## src/rtl/npc_pkg.sv

```systemverilog
package npc_pkg;

    localparam logic [5:0] OP_SPECIAL = 6'd0;
    localparam logic [5:0] OP_BNEG    = 6'd1;
    localparam logic [5:0] OP_JUMP    = 6'd2;
    localparam logic [5:0] OP_JLINK   = 6'd3;
    localparam logic [5:0] OP_BEQUAL  = 6'd4;
    localparam logic [5:0] OP_BDIFF   = 6'd5;
    localparam logic [5:0] FN_REGJMP  = 6'd8;

    typedef enum logic [2:0] {
        K_SEQ,
        K_BEQ,
        K_BNE,
        K_BNEG,
        K_JMP,
        K_JAL,
        K_JREG
    } flow_kind_e;

endpackage

```

## src/rtl/npc_decode.sv

```systemverilog
module npc_decode
    import npc_pkg::*;
(
    input  logic [5:0]  opcode_i,
    input  logic [5:0]  funct_i,
    output flow_kind_e  kind_o
);

    always_comb begin
        kind_o = K_SEQ;
        unique case (opcode_i)
            OP_SPECIAL: kind_o = (funct_i == FN_REGJMP) ? K_JREG : K_SEQ;
            OP_BNEG:    kind_o = K_BNEG;
            OP_JUMP:    kind_o = K_JMP;
            OP_JLINK:   kind_o = K_JAL;
            OP_BEQUAL:  kind_o = K_BEQ;
            OP_BDIFF:   kind_o = K_BNE;
            default:    kind_o = K_SEQ;
        endcase
    end

endmodule

```

## src/rtl/npc_cond.sv

```systemverilog
module npc_cond
    import npc_pkg::*;
#(
    parameter int DATA_W = 32
) (
    input  flow_kind_e          kind_i,
    input  logic [DATA_W-1:0]   rs_i,
    input  logic [DATA_W-1:0]   rt_i,
    output logic                redirect_o
);

    logic same;
    logic negative;

    assign same     = (rs_i == rt_i);
    assign negative = rs_i[DATA_W-1];

    always_comb begin
        unique case (kind_i)
            K_BEQ:                  redirect_o = same;
            K_BNE:                  redirect_o = !same;
            K_BNEG:                 redirect_o = negative;
            K_JMP, K_JAL, K_JREG:   redirect_o = 1'b1;
            default:                redirect_o = 1'b0;
        endcase
    end

endmodule

```

## src/rtl/npc_target.sv

```systemverilog
module npc_target
    import npc_pkg::*;
#(
    parameter int ADDR_W = 32,
    parameter int OFF_W  = 16,
    parameter int JF_W   = 26
) (
    input  flow_kind_e          kind_i,
    input  logic [ADDR_W-1:0]   pc_i,
    input  logic [ADDR_W-1:0]   rs_i,
    input  logic [OFF_W-1:0]    off_i,
    input  logic [JF_W-1:0]     jf_i,
    output logic [ADDR_W-1:0]   seq_o,
    output logic [ADDR_W-1:0]   target_o
);

    localparam int EXT_W    = ADDR_W - OFF_W - 2;
    localparam int REGION_W = ADDR_W - JF_W - 2;
    localparam logic [ADDR_W-1:0] STEP = ADDR_W'(4);

    logic [ADDR_W-1:0] br_disp;
    logic [ADDR_W-1:0] br_tgt;
    logic [ADDR_W-1:0] region_tgt;

    assign seq_o   = pc_i + STEP;
    assign br_disp = {{EXT_W{off_i[OFF_W-1]}}, off_i, 2'b00};
    assign br_tgt  = seq_o + br_disp;

    generate
        if (REGION_W > 0) begin : g_region
            assign region_tgt = {pc_i[ADDR_W-1 -: REGION_W], jf_i, 2'b00};
        end else begin : g_flat
            assign region_tgt = {jf_i, 2'b00};
        end
    endgenerate

    always_comb begin
        unique case (kind_i)
            K_BEQ, K_BNE, K_BNEG: target_o = br_tgt;
            K_JMP, K_JAL:         target_o = region_tgt;
            K_JREG:               target_o = rs_i;
            default:              target_o = seq_o;
        endcase
    end

endmodule

```

## src/rtl/npc_unit.sv

```systemverilog
module npc_unit
    import npc_pkg::*;
#(
    parameter int ADDR_W     = 32,
    parameter int OFF_W      = 16,
    parameter int JF_W       = 26,
    parameter int LINK_IDX_W = 5,
    parameter int LINK_REG   = 31
) (
    input  logic                    clk,
    input  logic                    rst_n,
    input  logic [ADDR_W-1:0]       pc_i,
    input  logic [5:0]              opcode_i,
    input  logic [5:0]              funct_i,
    input  logic [ADDR_W-1:0]       rs_val_i,
    input  logic [ADDR_W-1:0]       rt_val_i,
    input  logic [OFF_W-1:0]        off_i,
    input  logic [JF_W-1:0]         jf_i,
    output logic [ADDR_W-1:0]       npc_o,
    output logic                    taken_o,
    output logic                    link_we_o,
    output logic [LINK_IDX_W-1:0]   link_idx_o,
    output logic [ADDR_W-1:0]       link_data_o,
    output logic                    misalign_o
);

    typedef struct packed {
        logic [ADDR_W-1:0] npc;
        logic              taken;
        logic              link_we;
        logic [ADDR_W-1:0] link_data;
        logic              misalign;
    } npc_state_t;

    flow_kind_e         kind;
    logic               redirect;
    logic [ADDR_W-1:0]  seq_pc;
    logic [ADDR_W-1:0]  tgt_pc;
    npc_state_t         state_d;
    npc_state_t         state_q;

    npc_decode i_decode (
        .opcode_i (opcode_i),
        .funct_i  (funct_i),
        .kind_o   (kind)
    );

    npc_cond #(.DATA_W(ADDR_W)) i_cond (
        .kind_i     (kind),
        .rs_i       (rs_val_i),
        .rt_i       (rt_val_i),
        .redirect_o (redirect)
    );

    npc_target #(.ADDR_W(ADDR_W), .OFF_W(OFF_W), .JF_W(JF_W)) i_target (
        .kind_i   (kind),
        .pc_i     (pc_i),
        .rs_i     (rs_val_i),
        .off_i    (off_i),
        .jf_i     (jf_i),
        .seq_o    (seq_pc),
        .target_o (tgt_pc)
    );

    always_comb begin
        state_d           = '0;
        state_d.taken     = redirect;
        state_d.npc       = redirect ? tgt_pc : seq_pc;
        state_d.link_we   = (kind == K_JAL);
        state_d.link_data = (kind == K_JAL) ? seq_pc : '0;
        state_d.misalign  = (kind == K_JREG) && (rs_val_i[1:0] != 2'b00);
    end

    always_ff @(posedge clk or negedge rst_n) begin
        if (!rst_n) begin
            state_q <= '0;
        end else begin
            state_q <= state_d;
        end
    end

    assign npc_o       = state_q.npc;
    assign taken_o     = state_q.taken;
    assign link_we_o   = state_q.link_we;
    assign link_idx_o  = LINK_IDX_W'(LINK_REG);
    assign link_data_o = state_q.link_data;
    assign misalign_o  = state_q.misalign;

    // Outputs are quiet one edge into reset.
    p_reset_quiet_r1: assert property (@(posedge clk)
        !rst_n |=> (npc_o == '0 && !taken_o && !link_we_o && !misalign_o));

    // Fall-through always lands on the word after the previous address.
    p_seq_step_r2: assert property (@(posedge clk) disable iff (!rst_n)
        ($past(rst_n) && !taken_o) |-> (npc_o == $past(pc_i) + ADDR_W'(4)));

    // A negative source always redirects a negative-branch.
    p_bneg_taken_r5: assert property (@(posedge clk) disable iff (!rst_n)
        ($past(rst_n) && $past(opcode_i == OP_BNEG) && $past(rs_val_i[ADDR_W-1]))
        |-> taken_o);

    // The return address is the word after the linking instruction.
    p_link_addr_r8: assert property (@(posedge clk) disable iff (!rst_n)
        link_we_o |-> (taken_o && link_data_o == $past(pc_i) + ADDR_W'(4)));

    // A register jump lands on the register value.
    p_regjump_r9: assert property (@(posedge clk) disable iff (!rst_n)
        ($past(rst_n) && $past(opcode_i == OP_SPECIAL && funct_i == FN_REGJMP))
        |-> (taken_o && npc_o == $past(rs_val_i)));

    // The alignment flag only accompanies a redirect to an unaligned address.
    p_misalign_r10: assert property (@(posedge clk) disable iff (!rst_n)
        misalign_o |-> (taken_o && npc_o[1:0] != 2'b00 && !link_we_o));

endmodule

```

## config.mk

```make
export PLATFORM = sky130hd
export DESIGN_NAME = npc_unit
export DESIGN_NICKNAME = d
export VERILOG_FILES = /design/src/rtl/npc_pkg.sv /design/src/rtl/npc_decode.sv /design/src/rtl/npc_cond.sv /design/src/rtl/npc_target.sv /design/src/rtl/npc_unit.sv
export SDC_FILE = /design/constraint.sdc
export NUM_CORES = 1
export LEC_CHECK = 0
export BUFFER_PORTS_ARGS = -buffer_cell sky130_fd_sc_hd__clkbuf_2
export CAP_MARGIN = 0
export CORE_ASPECT_RATIO = 1.1
export CORE_UTILIZATION = 49
export CTS_CLUSTER_DIAMETER = 30
export DETAILED_ROUTE_END_ITERATION = 8
export GPL_TIMING_DRIVEN = 1
export PLACE_DENSITY = 0.82
export SYNTH_ARGS = -nofsm -noshare
export SYNTH_HDL_FRONTEND = slang
export SYNTH_SLANG_ARGS = --single-unit
```

## constraint.sdc

```tcl
create_clock -name clk -period 0.8 [get_ports clk]
set_clock_uncertainty 0.15 [all_clocks]
set_input_delay 0.08 -clock clk [delete_from_list [all_inputs] [get_ports clk]]
set_output_delay 0.08 -clock clk [all_outputs]
set_load 0.01 [all_outputs]
```

==> summary.md, run 1 <==
The total standard cell area after synthesis was 5260 sq um; the number of register bits inferred by synthesis was 67. The tool reported: "[ERROR GRT-0116] Global routing finished with congestion. Check the congestion regions in the DRC Viewer". 224 I/O pins were placed. The first global-routing pass estimated 66,400 um of wire. The wire-length estimate of the detail-placed layout is 18,900 um.

Counting flops with a built-in enable in the synthesized netlist gives 0. The clock net in this run drives a total of 67 sinks. The die height is 111 um, and the post-synthesis average cell area is 9.34 sq um. At the end of routability-driven placement, the weighted congestion stood at 0.985.

The horizontal die dimension was 101 um. In this run the number of H-tree levels came out at 3. For the total placed instance area, the log shows 8390 sq um. The number of buffers added by the clock tree synthesis step came out at 9. The logs give 63 for the number of distinct library cell variants in the gate-level netlist after synthesis and 81.7% for the total routing resource utilization after global routing. The initial utilization of the core area, before any placement, comes to 50.6%. The most frequently used flop master after synthesis was dfrtp_1. Port buffering added 218 buffers. The share of the Yosys chip area taken by registers is 31.9%.

Maximum clock path buffer count: 2. After floorplanning, the core was divided into 39 placement rows. The flow did not finish.

The run gives 10.0k as the via count of the first global-routing pass. Of all flip-flops after synthesis, the portion carrying an async set or reset was 100%. The run ended at global routing (5_1_grt). Synthesis produced 563 cells. After global routing the overflow that remains totals 73. The yosys synthesis warning count is 0, and the largest net degree at the start of global routing is 37. The cell sitting at the root of the clock tree is a clkbuf_16.
==> per-stage QoR <==
| step | TNS, ps | setup slack [ps] | hold slack, ps | utilization, % | std cells |
|---|---|---|---|---|---|
| after floorplan | -76950 | -2650 | -366 | - | 567 |
| after global placement | -107310 | -2760 | -63.5 | 80.7 | 1118 |
| after detailed placement | -109980 | -2850 | -28.6 | 80.7 | 1118 |
| after CTS | -93910 | -2470 | -147 | 96.3 | 1174 |
==> cells by family after synthesis <==
kind of cell    share of synthesized area, %
compound gates                          19.6
xor+xnor                                14.3
fa+ha+maj                               8.71
buf+inv                                 5.66
flops                                   31.9
mux                                     4.88
other cells                           0.0713
simple gates                            14.9
==> what timing repair did <==
action | 4_1_cts
hold endpoints to repair | 98
endpoints found under the setup margin | 134
buffers inserted | 40
hold buffers | 2
cloned | 4
pin swaps | 82
gates resized for setup | 195
==> metal layers <==
layer,overflow,GRT usage (%)
met1,4,80.3
met2,35,96.4
met3,1,68.2
met4,33,85.1
met5,0,30.3
==> Yosys cell counts (all sizes together) (2+ instances only) <==
library cell  number  area share (%)
nor2              48             3.4
a222oi            26             4.9
o21bai             4            0.57
nand4             12             1.5
mux2               2            0.50
buf               13             1.8
o211ai             2            0.29
inv               44             3.2
and3               8            0.95
a21o              13             1.9
nand3             20             1.9
clkbuf             9            0.64
nor3               8            0.95
a22oi              4            0.57
o221ai             3            0.62
ha                35             8.3
mux2i             23             4.4
o21a               3            0.43
nor4              11             1.8
dfrtp             67              32
xnor2             25             4.2
a211oi             7             1.3
xor2              61              10
a2111oi            3             1.1
o21ai             27             2.9
nand2             26             2.0
a21oi             28             2.8
a31oi              3            0.36
nor2b              2            0.24
nand2b             6            0.71
and4               2            0.33
and2               3            0.36
o31ai              5             1.3
==> run 2: changes to the inputs <==
Settings changed: CORE_ASPECT_RATIO 1.1 to not set, CORE_UTILIZATION 49 to 40, CTS_CLUSTER_DIAMETER 30 to not set, PLACE_DENSITY 0.82 to not set, PLACE_DENSITY_LB_ADDON set to 0.15.
==> summary.md, run 2 <==
The run finished, with violations left. The checks that failed: negative hold slack, negative setup slack. The top cell types in the final layout, fill and taps aside, are buf_4 (209), clkbuf_2 (187), dfrtp_1 (67). For the total count of max-transition violations in the final report, the log shows 0. The adder-cell area share of the yosys netlist was 8.71% (unchanged); the maximum clock path buffer count was 2 (unchanged).

The synthesized-area fraction occupied by ao, oa, aoi and oai cells is 19.6% (unchanged), and the net switching fraction of the power is 34.4%. The run gives 5260 sq um (unchanged) as the total standard cell area after synthesis. For this block, the routed nets add up to 28,300 um of wire. Share of synthesized registers carrying an async set or reset: 100% (unchanged).

The number of distinct library cell variants in the gate-level netlist after synthesis came out at 63 (unchanged). The run gives 57.4% as the worst relative slew slack. The die covers 13,600 sq um. Counting instances in the post-synthesis netlist gives the leading cell types as dfrtp_1 (67), xor2_1 (61), nor2_1 (48). For this block, the initial DRC count from the detailed router was 709. The first-pass iteration count of the detailed router was 7. Measured on the finished design, the core utilization comes to 84.6%.

The area fraction in and, or, nand and nor cells after synthesis was 14.9% (unchanged); the internal power contribution was 0.00874 W. Global routing consumed, over all layers together, 37.6% of the routing resources. Largest net degree at the start of global routing: 56. The path class of the tightest hold or removal check is input port to flop.

The cell at the slowest stage of the critical path is a222oi_1. The run gives 18,300 um (-3.3%) as the HPWL reported at the end of detailed placement. The number of buffers added by the clock tree synthesis step came out at 9 (unchanged). The worst setup path is launched from an input port. The static leakage was 5.12 nW; the number of register bits inferred by synthesis was 67 (unchanged). Sequential cells burn 26.8% of the power.

The measured slew at the worst slew-check pin is 639 ps, and the clock network fraction of total power is 31.0%. Total clock sinks: 67 (unchanged). Cell count after synthesis: 563 (unchanged).

For this design the ratio of total power to cell area is 1240 nW/um^2. For the standard cell core area, the log shows 12,700 sq um. In this design, the stage delay of the slowest critical-path cell is 530 ps. The total of endpoints with negative setup slack in the final report is 134, and the top-level I/O count is 224 (unchanged). The tools report the first-pass GRT wire length as 36,900 um. Setup repair after global routing could not meet its margin everywhere. The tools report the final weighted congestion in routability-driven placement as 0.949 (-3.7%). Via count of the first global-routing pass: 6,640. Across all layers, the routed design uses 6,967 vias. The critical path is of the input port to flop type. The combinational power share is 42.2%, and the final-layout worst hold slack is -160 ps. The run gives 41.3% (-9.3 points) as the initial standard-cell utilization of the core. Derived from the worst setup path, the maximum achievable clock frequency is 0.279 GHz. For this run, the post-layout net count is 1,235.

The synthesis-to-layout area growth works out to 105%. In this run the most critical hold path is launched from jf_i[24]. Number of hold buffers added after CTS: 3 (+1). The top cell family by delay on the critical path is compound AO/OA/AOI/OAI gates. The share of cells above drive strength 1 was 67.5%. The worst setup path is captured at a flop. The analysis attributes to net switching a power of 0.00457 W. Leaving out fill and tap cells, the most frequent cell in the layout is buf_4. In the post-synthesis netlist, the biggest area contributors are dfrtp_1 (32%), xor2_1 (10%), ha_1 (8.3%), a222oi_1 (4.9%), mux2i_1 (4.4%). For this run, the leading register cell type out of synthesis is dfrtp_1. The overall power of the completed layout is 0.0133 W.

TritonCTS built the clock tree. The die height works out to 117 um (+5.4%). The tools report the max-cap check violation count as 0. Dividing the final minimum period by the clock period gives 448%.

The number of hold-slack violations in the final timing report was 24; the signal arrival time at the worst endpoint was 3660 ps. The largest family of logic cells by synthesized area was compound AO/OA/AOI/OAI gates. The H-tree depth reported by CTS came out at 3 (unchanged). In the routed design, unresolved DRC markers number 0. The post-synthesis mux area share works out to 4.88% (unchanged).

The tools report the clock tree root buffer cell as clkbuf_16. The number of flops mapped to enable cells by yosys was 0 (unchanged). The overall overflow remaining after global route came out at 0. The biggest area contributor in the post-synthesis netlist is dfrtp_1. The yosys synthesis warning count is 0 (unchanged), and the row count is 41 (+5.1%). In the routed layout, each cell is associated on average with a via count of 5.70. The share of the synthesized area in the top cell type works out to 31.9% (unchanged).

The library cell with the highest instance count after synthesis was dfrtp_1. The horizontal die dimension was 117 um (+16%). The run gives 31.9% (unchanged) as the sequential area share after synthesis. 0 antenna diodes ended up in the layout. In this run the worst path has a maximum fanout of 4.

The smallest clock period supported by the final layout is computed as 3590 ps. The share of the synthesized netlist area taken by xor and xnor gates was 14.3% (unchanged); the initial antenna violation count was 2. The post-synthesis average cell area was 9.34 sq um (unchanged). Worst hold path endpoint: npc_o[26]$_DFF_PN0_. The critical path goes through buf_8 -> inv_4 -> nor4_4 -> and3_4 -> nand4_1 -> xor2_1 -> buf_4 -> inv_4 -> buf_6 -> ha_4 -> nand4_1 -> o31ai_4 -> a21oi_4 -> o31ai_2 -> xor2_1 -> a222oi_1 -> buf_4 -> mux2i_1.

The wire length per cell was 23.1 um; the count of buffers from port buffering was 218 (unchanged). The worst path setup slack after routing is -2790 ps. The hold path depth is 3, and the CTS clock-pin slew for the worst setup and hold paths is 60 ps.

The highest ir drop seen on vdd is 0.891 mV, and the count of buffering cells on the critical path with inverters included is 6. For the worst setup path, the data required time is 870 ps. In this run the remaining antenna-violating nets after routing total 0.
[run 2: what timing repair did]
action                                  in CTS  in global routing
endpoints found under the setup margin     134                134
pin swaps                                  101                 90
gates cloned                                 3                  0
endpoints found under the hold margin       95                 24
gates resized for setup                    180                157
setup buffers                               54                 26
[run 2: power by group through the flow]
stage	sequential, W	clock, W	combinational [W]
5_1_grt	0.00357	0.00425	0.00590
6_report	0.00356	0.00413	0.00562
2_1_floorplan	0.00368	0	0.00193
4_1_cts	0.00356	0.00405	0.00495
3_3_place_gp	0.00362	0	0.00423
3_5_place_dp	0.00361	0	0.00427
[run 2: cells by family after synthesis]
family	Yosys count
AO/OA/AOI/OAI	131
XOR/XNOR	86
adder cells (fa/ha/maj)	36
buffers and inverters	66
flip-flops	67
multiplexers	25
other	1
AND/OR/NAND/NOR	151
[run 2: per-stage QoR]
stage | cells | cell area (sq um) | worst slack [ps] | hold WS, ps | setup TNS, ps
after floorplan | 567 | 5670 | -2650 | -366 | -76950
after global placement | 1154 | 8490 | -2900 | -77.3 | -107690
after detailed placement | 1154 | 8490 | -3010 | -74.5 | -110730
after CTS | 1213 | 10000 | -2470 | -169 | -96790
after global routing | 1223 | 10800 | -2790 | -136 | -110020
final | 1223 | 10800 | -2790 | -160 | -104440
[run 2: worst max path at each step]
stage / from / endpoint / slack, ps / cells past startpoint
global route: pc_i[8] / npc_o[31]$_DFF_PN0_ / -2790 / 19
global placement: pc_i[2] / npc_o[27]$_DFF_PN0_ / -2900 / 17
detailed placement: pc_i[5] / npc_o[27]$_DFF_PN0_ / -3010 / 16
floorplan: pc_i[8] / npc_o[31]$_DFF_PN0_ / -2650 / 17
finish: pc_i[8] / npc_o[27]$_DFF_PN0_ / -2790 / 18
CTS: pc_i[6] / npc_o[31]$_DFF_PN0_ / -2470 / 18
[run 2: cell type report]
class | count | area (sq um)
fill | 698 | 1960
clock buffer | 10 | 229
clock inverter | 5 | 55.1
timing repair inverter | 1 | 16.3
timing repair buffer | 490 | 3700
tap | 172 | 215
inverter | 44 | 191
sequential | 67 | 1680
multi-input combinational | 434 | 4680
[run 2: metal layers]
| layer | vias up | track usage, % | part of all wire, % | wire length (um) |
|---|---|---|---|---|
| met3 | 104 | 10.9 | 9.5 | 2690 |
| met4 | 2 | 18.1 | 4.9 | 1380 |
| li1 | 2988 | - | - | - |
| met2 | 508 | 59.6 | 46 | 13100 |
| met5 | - | 0 | 0.050 | 14 |
| met1 | 3365 | 46.8 | 39 | 11100 |
Power figures use the tool's default switching activity.
